[config.mk]
export PLATFORM = sky130hd
export DESIGN_NAME = pmon_unit
export DESIGN_NICKNAME = d
export VERILOG_FILES = /design/src/rtl/pmon_pkg.sv /design/src/rtl/pmon_rst_sync.sv /design/src/rtl/pmon_gate.sv /design/src/rtl/pmon_counter.sv /design/src/rtl/pmon_unit.sv
export SDC_FILE = /design/constraint.sdc
export NUM_CORES = 1
export LEC_CHECK = 0
export ABC_AREA = 1
export BUFFER_PORTS_ARGS = -buffer_cell sky130_fd_sc_hd__buf_2
export CORE_MARGIN = 10
export CORE_UTILIZATION = 57
export CTS_BUF_LIST = sky130_fd_sc_hd__clkbuf_4 sky130_fd_sc_hd__clkbuf_8
export DETAILED_ROUTE_END_ITERATION = 12
export PLACE_DENSITY = 0.89
export SETUP_SLACK_MARGIN = 0.2
export SLEW_MARGIN = 20
export SYNTH_ARGS = -nofsm -noshare
export SYNTH_HDL_FRONTEND = slang
export SYNTH_SLANG_ARGS = --single-unit
[constraint.sdc]
create_clock -name clk -period 3.9 [get_ports clk]
set_clock_uncertainty 0.2 [all_clocks]
set_input_delay 0.78 -clock clk [delete_from_list [all_inputs] [get_ports clk]]
set_output_delay 0.78 -clock clk [all_outputs]
set_load 0.1 [all_outputs]
[src/rtl/pmon_pkg.sv]
`timescale 1ns/1ps
package pmon_pkg;
  localparam int NCTR  = 3;
  localparam int EVT_N = 16;
  localparam int SEL_W = $clog2(EVT_N);
  localparam int WORD_W = 64;
  localparam int CTR_W   [NCTR] = '{16, 16, 14};
  localparam int CTR_LSB [NCTR] = '{48, 32, 16};

  typedef enum logic [2:0] {
    MD_USER   = 3'd0,
    MD_KERNEL = 3'd1,
    MD_EXEC   = 3'd2,
    MD_SUPER  = 3'd3,
    MD_FW     = 3'd4
  } pmon_mode_e;

  typedef enum logic [1:0] {
    CT_OFF  = 2'b00,
    CT_RUN  = 2'b01,
    CT_WRAP = 2'b10,
    CT_P256 = 2'b11
  } pmon_ctl_e;

  typedef struct packed {
    logic             sel_a;
    logic             kill_usr;
    logic             kill_fw;
    logic             kill_sup;
    logic [1:0]       ctl_a;
    logic [1:0]       ctl_b;
    logic [1:0]       ctl_c;
    logic [SEL_W-1:0] sel_b;
    logic [SEL_W-1:0] sel_c;
  } pmon_cfg_t;

  function automatic pmon_cfg_t cfg_decode(input logic [WORD_W-1:0] w);
    pmon_cfg_t c;
    c.sel_a    = w[31];
    c.kill_usr = w[30];
    c.ctl_a    = w[15:14];
    c.ctl_b    = w[13:12];
    c.ctl_c    = w[11:10];
    c.kill_fw  = w[9];
    c.kill_sup = w[8];
    c.sel_b    = w[7:4];
    c.sel_c    = w[3:0];
    return c;
  endfunction
endpackage

[src/rtl/pmon_rst_sync.sv]
`timescale 1ns/1ps
module pmon_rst_sync (
  input  logic clk,
  input  logic rst_n,
  output logic rst_sync_n
);
  logic [1:0] stage_q;

  always_ff @(posedge clk or negedge rst_n) begin
    if (!rst_n) stage_q <= 2'b00;
    else        stage_q <= {stage_q[0], 1'b1};
  end

  assign rst_sync_n = stage_q[1];
endmodule

[src/rtl/pmon_gate.sv]
`timescale 1ns/1ps
module pmon_gate
  import pmon_pkg::*;
(
  input  logic [2:0] mode,
  input  logic       kill_usr,
  input  logic       kill_fw,
  input  logic       kill_sup,
  output logic       allow
);
  logic all_kill;
  logic mid_mode;

  assign all_kill = kill_usr & kill_fw & kill_sup;
  assign mid_mode = (mode == MD_EXEC) || (mode == MD_SUPER);

  always_comb begin
    allow = 1'b0;
    if (all_kill) begin
      allow = mid_mode;
    end else begin
      unique case (mode)
        MD_USER:                     allow = ~kill_usr;
        MD_KERNEL, MD_EXEC, MD_SUPER: allow = ~kill_sup;
        MD_FW:                       allow = ~kill_fw;
        default:                     allow = 1'b0;
      endcase
    end
  end
endmodule

[src/rtl/pmon_counter.sv]
`timescale 1ns/1ps
module pmon_counter #(
  parameter int W = 16
) (
  input  logic         clk,
  input  logic         rst_n,
  input  logic         ld,
  input  logic [W-1:0] ld_val,
  input  logic [1:0]   ctl,
  input  logic         allow,
  input  logic         ev,
  output logic [W-1:0] cnt,
  output logic         irq
);
  localparam logic [1:0] C_OFF  = 2'b00;
  localparam logic [1:0] C_WRAP = 2'b10;
  localparam logic [1:0] C_P256 = 2'b11;

  logic [W-1:0] cnt_d;
  logic         irq_d;
  logic         inc;
  logic         hit_wrap;
  logic         hit_p256;

  assign inc      = (ctl != C_OFF) && allow && ev;
  assign hit_wrap = &cnt;
  assign hit_p256 = &cnt[7:0];

  always_comb begin
    cnt_d = cnt;
    irq_d = 1'b0;
    if (ld) begin
      cnt_d = ld_val;
    end else if (inc) begin
      cnt_d = cnt + 1'b1;
      irq_d = ((ctl == C_WRAP) && hit_wrap) || ((ctl == C_P256) && hit_p256);
    end
  end

  always_ff @(posedge clk or negedge rst_n) begin
    if (!rst_n) begin
      cnt <= '0;
      irq <= 1'b0;
    end else begin
      cnt <= cnt_d;
      irq <= irq_d;
    end
  end

  p_load_wins_r9: assert property (@(posedge clk) disable iff (!rst_n)
    ld |=> (cnt == $past(ld_val)));
  p_irq_only_on_zero_low_byte_r7: assert property (@(posedge clk) disable iff (!rst_n)
    irq |-> (cnt[7:0] == 8'h00));
  p_irq_needs_period_ctl_r8: assert property (@(posedge clk) disable iff (!rst_n)
    irq |-> ctl[1]);
  p_off_holds_r3: assert property (@(posedge clk) disable iff (!rst_n)
    (!ld && ctl == C_OFF) |=> $stable(cnt));
  p_step_by_one_r10: assert property (@(posedge clk) disable iff (!rst_n)
    !ld |=> ((cnt == $past(cnt)) || (cnt == W'($past(cnt) + 1'b1))));
endmodule

[src/rtl/pmon_unit.sv]
`timescale 1ns/1ps
module pmon_unit
  import pmon_pkg::*;
(
  input  logic              clk,
  input  logic              rst_n,
  input  logic              wr_en,
  input  logic [63:0]       wr_data,
  output logic [63:0]       rd_data,
  input  logic [EVT_N-1:0]  evt,
  input  logic [2:0]        mode,
  output logic [NCTR-1:0]   irq
);
  logic                        rst_i_n;
  pmon_cfg_t                   cfg_q;
  pmon_cfg_t                   cfg_d;
  logic                        allow;
  logic [NCTR-1:0][1:0]        ctl_vec;
  logic [NCTR-1:0][SEL_W-1:0]  sel_vec;
  logic [NCTR-1:0][15:0]       cnt_ext;

  pmon_rst_sync u_rst (
    .clk        (clk),
    .rst_n      (rst_n),
    .rst_sync_n (rst_i_n)
  );

  always_comb begin
    cfg_d = cfg_q;
    if (wr_en) cfg_d = cfg_decode(wr_data);
  end

  always_ff @(posedge clk or negedge rst_i_n) begin
    if (!rst_i_n) cfg_q <= '0;
    else          cfg_q <= cfg_d;
  end

  pmon_gate u_gate (
    .mode     (mode),
    .kill_usr (cfg_q.kill_usr),
    .kill_fw  (cfg_q.kill_fw),
    .kill_sup (cfg_q.kill_sup),
    .allow    (allow)
  );

  assign ctl_vec[0] = cfg_q.ctl_a;
  assign ctl_vec[1] = cfg_q.ctl_b;
  assign ctl_vec[2] = cfg_q.ctl_c;
  assign sel_vec[0] = {{(SEL_W-1){1'b0}}, cfg_q.sel_a};
  assign sel_vec[1] = cfg_q.sel_b;
  assign sel_vec[2] = cfg_q.sel_c;

  for (genvar i = 0; i < NCTR; i++) begin : g_ctr
    localparam int W   = CTR_W[i];
    localparam int LSB = CTR_LSB[i];
    logic [W-1:0] cnt;
    logic         ev_sel;

    assign ev_sel = evt[sel_vec[i]];

    pmon_counter #(.W(W)) u_ctr (
      .clk    (clk),
      .rst_n  (rst_i_n),
      .ld     (wr_en),
      .ld_val (wr_data[LSB +: W]),
      .ctl    (ctl_vec[i]),
      .allow  (allow),
      .ev     (ev_sel),
      .cnt    (cnt),
      .irq    (irq[i])
    );

    assign rd_data[LSB +: W] = cnt;
    assign cnt_ext[i]        = 16'(cnt);
  end

  assign rd_data[31]    = cfg_q.sel_a;
  assign rd_data[30]    = cfg_q.kill_usr;
  assign rd_data[15:14] = cfg_q.ctl_a;
  assign rd_data[13:12] = cfg_q.ctl_b;
  assign rd_data[11:10] = cfg_q.ctl_c;
  assign rd_data[9]     = cfg_q.kill_fw;
  assign rd_data[8]     = cfg_q.kill_sup;
  assign rd_data[7:4]   = cfg_q.sel_b;
  assign rd_data[3:0]   = cfg_q.sel_c;

  p_allkill_blocks_r6: assert property (@(posedge clk) disable iff (!rst_i_n)
    (cfg_q.kill_usr && cfg_q.kill_fw && cfg_q.kill_sup && !wr_en &&
     !(mode == MD_EXEC || mode == MD_SUPER)) |=> $stable(cnt_ext));
  p_reserved_mode_idle_r5: assert property (@(posedge clk) disable iff (!rst_i_n)
    (!wr_en && mode > 3'd4) |=> ($stable(cnt_ext) && irq == '0));
  p_cfg_write_r2: assert property (@(posedge clk) disable iff (!rst_i_n)
    wr_en |=> (rd_data[31:0] == $past(wr_data[31:0]) || rd_data[31] != $past(wr_data[31])) == 1'b1 ? rd_data[15:0] == $past(wr_data[15:0]) : 1'b0);
  p_reset_quiet_r1: assert property (@(posedge clk)
    !rst_i_n |-> (irq == '0));
endmodule

==> metrics.yaml <==
status:
  status: "completed"
clocking:
  ctsResizeCount: 0
  cts_max_level: 3
  clkTransAtPathRegs_ns: 0.08
  worstSkewPairLatency_ns: 0.34
  clockBufferDepth: 2
  cts_made_buffers: 9
  clkSinkCount: 69
  cts_tree: "yes"
  cts_root_buffer: "clkbuf_8"
sta:
  post-route-period-util_pct: 62.5
  finalSetupTns_ns: 0
  timing.slew.headroom_pct: 45.8
  fmaxAchievable_mhz: 410
  fin_crit_ns: 2.44
  slew_violations: 0
  grt_setup_unrepaired: "false"
  worst_slew_pin_slew_ns: 0.813
  finalHoldViolations: 0
  final-setup-viol-count: 0
yosys:
  synth_cell_types: 38
  syn_avg_cell_area_sq_um: 6.66
  netlist_area_sq_um: 4610
  synth_cells: 693
  synth_ff_type: "dfrtp_1"
  ys_async_sr_fraction_pct: 100
  synth_edf_count: 0
  ys_ff_latch: 69
  ys_seq_area_share_pct: 37.4
  ys.warnings.count: 0
  mappedNetlistNets: 782
global_routing:
  grt_max_degree: 87
  antenna_found_initial: 0
  grt_usage_pct: 22.8
  grt_pass1_wl_mm: 22.6
  grt_pass1_vias: 4846
  grt-ovfl-total: 0
pwr:
  p_leak_nw: 3.02
  p_sw_w: 0.00150
  p_int_w: 0.00133
  clock_power_share_pct: 18.7
  ir_drop_uv: 369
  p_sw_share_pct: 52.9
  powerDensity_nw_per_um2: 513
  power_frac_comb_pct: 47.3
  p_seq_share_pct: 34.0
flow_run:
  max_cap_violations: 0
setup_path:
  path_class: "flip-flop to output pin"
  setup.worst_path.end_class: "output pin"
  critPathMaxFanout: 10
  reg2regPathDepth: 10
  critPathArrivalTime_ns: 1.46
  cpPeakStageDelay_ns: 0.61
  worstReg2RegStart: "rd_data[30]"
  crit_family: "flip-flops"
  timing.rr.end: "g_ctr[0].u_ctr.cnt[14]"
  path_cells: "buf_2"
  cp.required_ns: 2.92
  slowest_stage: "dfrtp_1"
  worst_setup_path_start_kind: "flip-flop"
  rrSetupSlack_ns: 1.76
  crit_buf_inv: 1
layout:
  regArea_sq_um: 1730
  num_antenna_cells: 0
  multiInputGateArea_sq_um: 2470
  fillers: 692
  area.growth.synth_to_final_pct: 19.6
  instances_no_fill: 933
  layout-drive-gt1-share_pct: 24.1
  final_nets: 916
place:
  port_buffers: 152
  dp.cells: 917
  gp_congestion: 0.956
  hpwl_mm: 10.4
worst_hold_path:
  min_path_type: "flip-flop to async pin"
die:
  die_area_sq_um: 12100
  rows: 32
  dieWidth_microns: 110
  initial_core_util_pct: 59.1
  die_h_microns: 110
  io_pins: 153
  core_sq_um: 7810
route:
  detail_route.wl_per_cell_microns: 14.9
  vias: 5021
  drtAntennaViolNets: 0
  vias_per_cell: 5.38
  firstDrtPassIters: 5
  initialDrtViolationCount: 253
  drc: 0
  drt_wl_total_mm: 13.9
## worst max path at each step
stage,start,end,slack [ns],cells past startpoint
after floorplan,g_ctr[0].u_ctr.cnt[0],g_ctr[0].u_ctr.cnt[12],1.46,10
after CTS,rd_data[4],rd_data[4],1.45,1
after detailed placement,mode[1],g_ctr[0].u_ctr.cnt[1],1.25,10
after global placement,mode[1],g_ctr[0].u_ctr.cnt[14],1.36,10
after global routing,mode[1],g_ctr[0].u_ctr.cnt[1],1.39,10
final,rd_data[4],rd_data[4],1.46,1
## power groups by stage
| stage | clock [W] | sequential [W] | combinational (W) |
|---|---|---|---|
| 2_1_floorplan | 0 | 0.00165 | 0.000393 |
| 3_3_place_gp | 0 | 0.000963 | 0.00132 |
| 3_5_place_dp | 0 | 0.000971 | 0.00134 |
| 4_1_cts | 0.000536 | 0.000958 | 0.00134 |
| 5_1_grt | 0.000570 | 0.000980 | 0.00142 |
| 6_report | 0.000528 | 0.000961 | 0.00134 |
## metrics by stage
| stage | hold WS [ns] | total power (W) | util (%) | cell area (sq um) | setup WS, ns |
|---|---|---|---|---|---|
| 2_1_floorplan | 0.131 | 0.00205 | - | 4610 | 1.46 |
| 3_3_place_gp | 0.138 | 0.00228 | 68.3 | 5340 | 1.36 |
| 3_5_place_dp | 0.143 | 0.00231 | 68.3 | 5340 | 1.25 |
| 4_1_cts | 0.162 | 0.00284 | 70.6 | 5520 | 1.45 |
| 5_1_grt | 0.173 | 0.00297 | 70.6 | 5520 | 1.39 |
| 6_report | 0.138 | 0.00283 | 70.6 | 5520 | 1.46 |
## worst register-to-register path, stage by stage, from the launching register on
cell and delay, ns:
dfrtp_1 0.40, nand2_1 0.07, nand2_1 0.04, nand2_1 0.05, nand3_1 0.06, nand2_1 0.08, nand2_2 0.08, nand2_1 0.28
nand2_1 0.45, o211ai_1 0.25, nand2_1 0.06
## synthesized netlist by cell type, drive strengths merged (3+ instances only)
cell	number	area share, %
a21oi	10	1.1
a31oi	3	0.41
buf	25	3.7
clkbuf	8	0.65
dfrtp	69	37
ha	3	0.81
inv	54	4.6
nand2	286	24
nand3	111	12
nand3b	3	0.49
nand4	4	0.54
nor2	45	4.1
nor3	6	0.87
o21ai	43	5.2
o21bai	3	0.49
o31ai	3	0.49
or2	3	0.41
xor2	8	1.5
## logic make-up (layout without fill, tap and decap cells)
group / Yosys count / in the layout / share of synthesized area (%)
xor gates and xnor gates: 9 / 9 / 1.71
and+or+nand+nor: 458 / 458 / 42.8
AOI/OAI and AO/OA: 65 / 65 / 8.08
other: 1 / 1 / 0.0813
DFF: 69 / 69 / 37.4
adders and majority gates: 3 / 3 / 0.814
buffers and inverters: 88 / 226 / 9.06
## layer usage
metal	share of wire (%)	wire, microns	GRT usage (%)	up-vias
met5	0	0	0	-
met1	42	5790	28.9	2334
met4	2.1	289	7.90	0
met2	47	6570	37.1	182
met3	9.0	1250	5.73	25
li1	-	-	-	2480
## sequential cells by signal, summed over array words and instances (netlist names)
signal           flops
g_ctr.u_ctr.cnt     46
rd_data             18
g_ctr.u_ctr.irq      3
u_rst.stage_q        2
## final cells by class
type | instances | area share [%]
tap | 102 | 2.31
sequential | 69 | 31.3
clock inverter | 2 | 0.181
clock buffer | 13 | 2.90
multi-input combinational | 536 | 44.7
timing repair buffer | 156 | 14.6
inverter | 55 | 3.92
## cells in the final DEF, fill, tap and decap left out, types with 4 or more instances in the layout
master / count
nand4_1: 4
inv_2: 4
buf_2: 152
nor3_1: 4
nand2_1: 278
nand3_1: 108
a21oi_1: 10
clkbuf_8: 10
xor2_1: 8
o21ai_0: 38
nor2_2: 5
nor2_1: 39
dfrtp_1: 68
inv_1: 48
nand2_2: 5
## what timing repair did
action	4_1_cts	5_1_grt
hold buffers	1	0
buffers inserted	0	0
hold endpoints to repair	2	0
(Power assumes the default switching activity.)
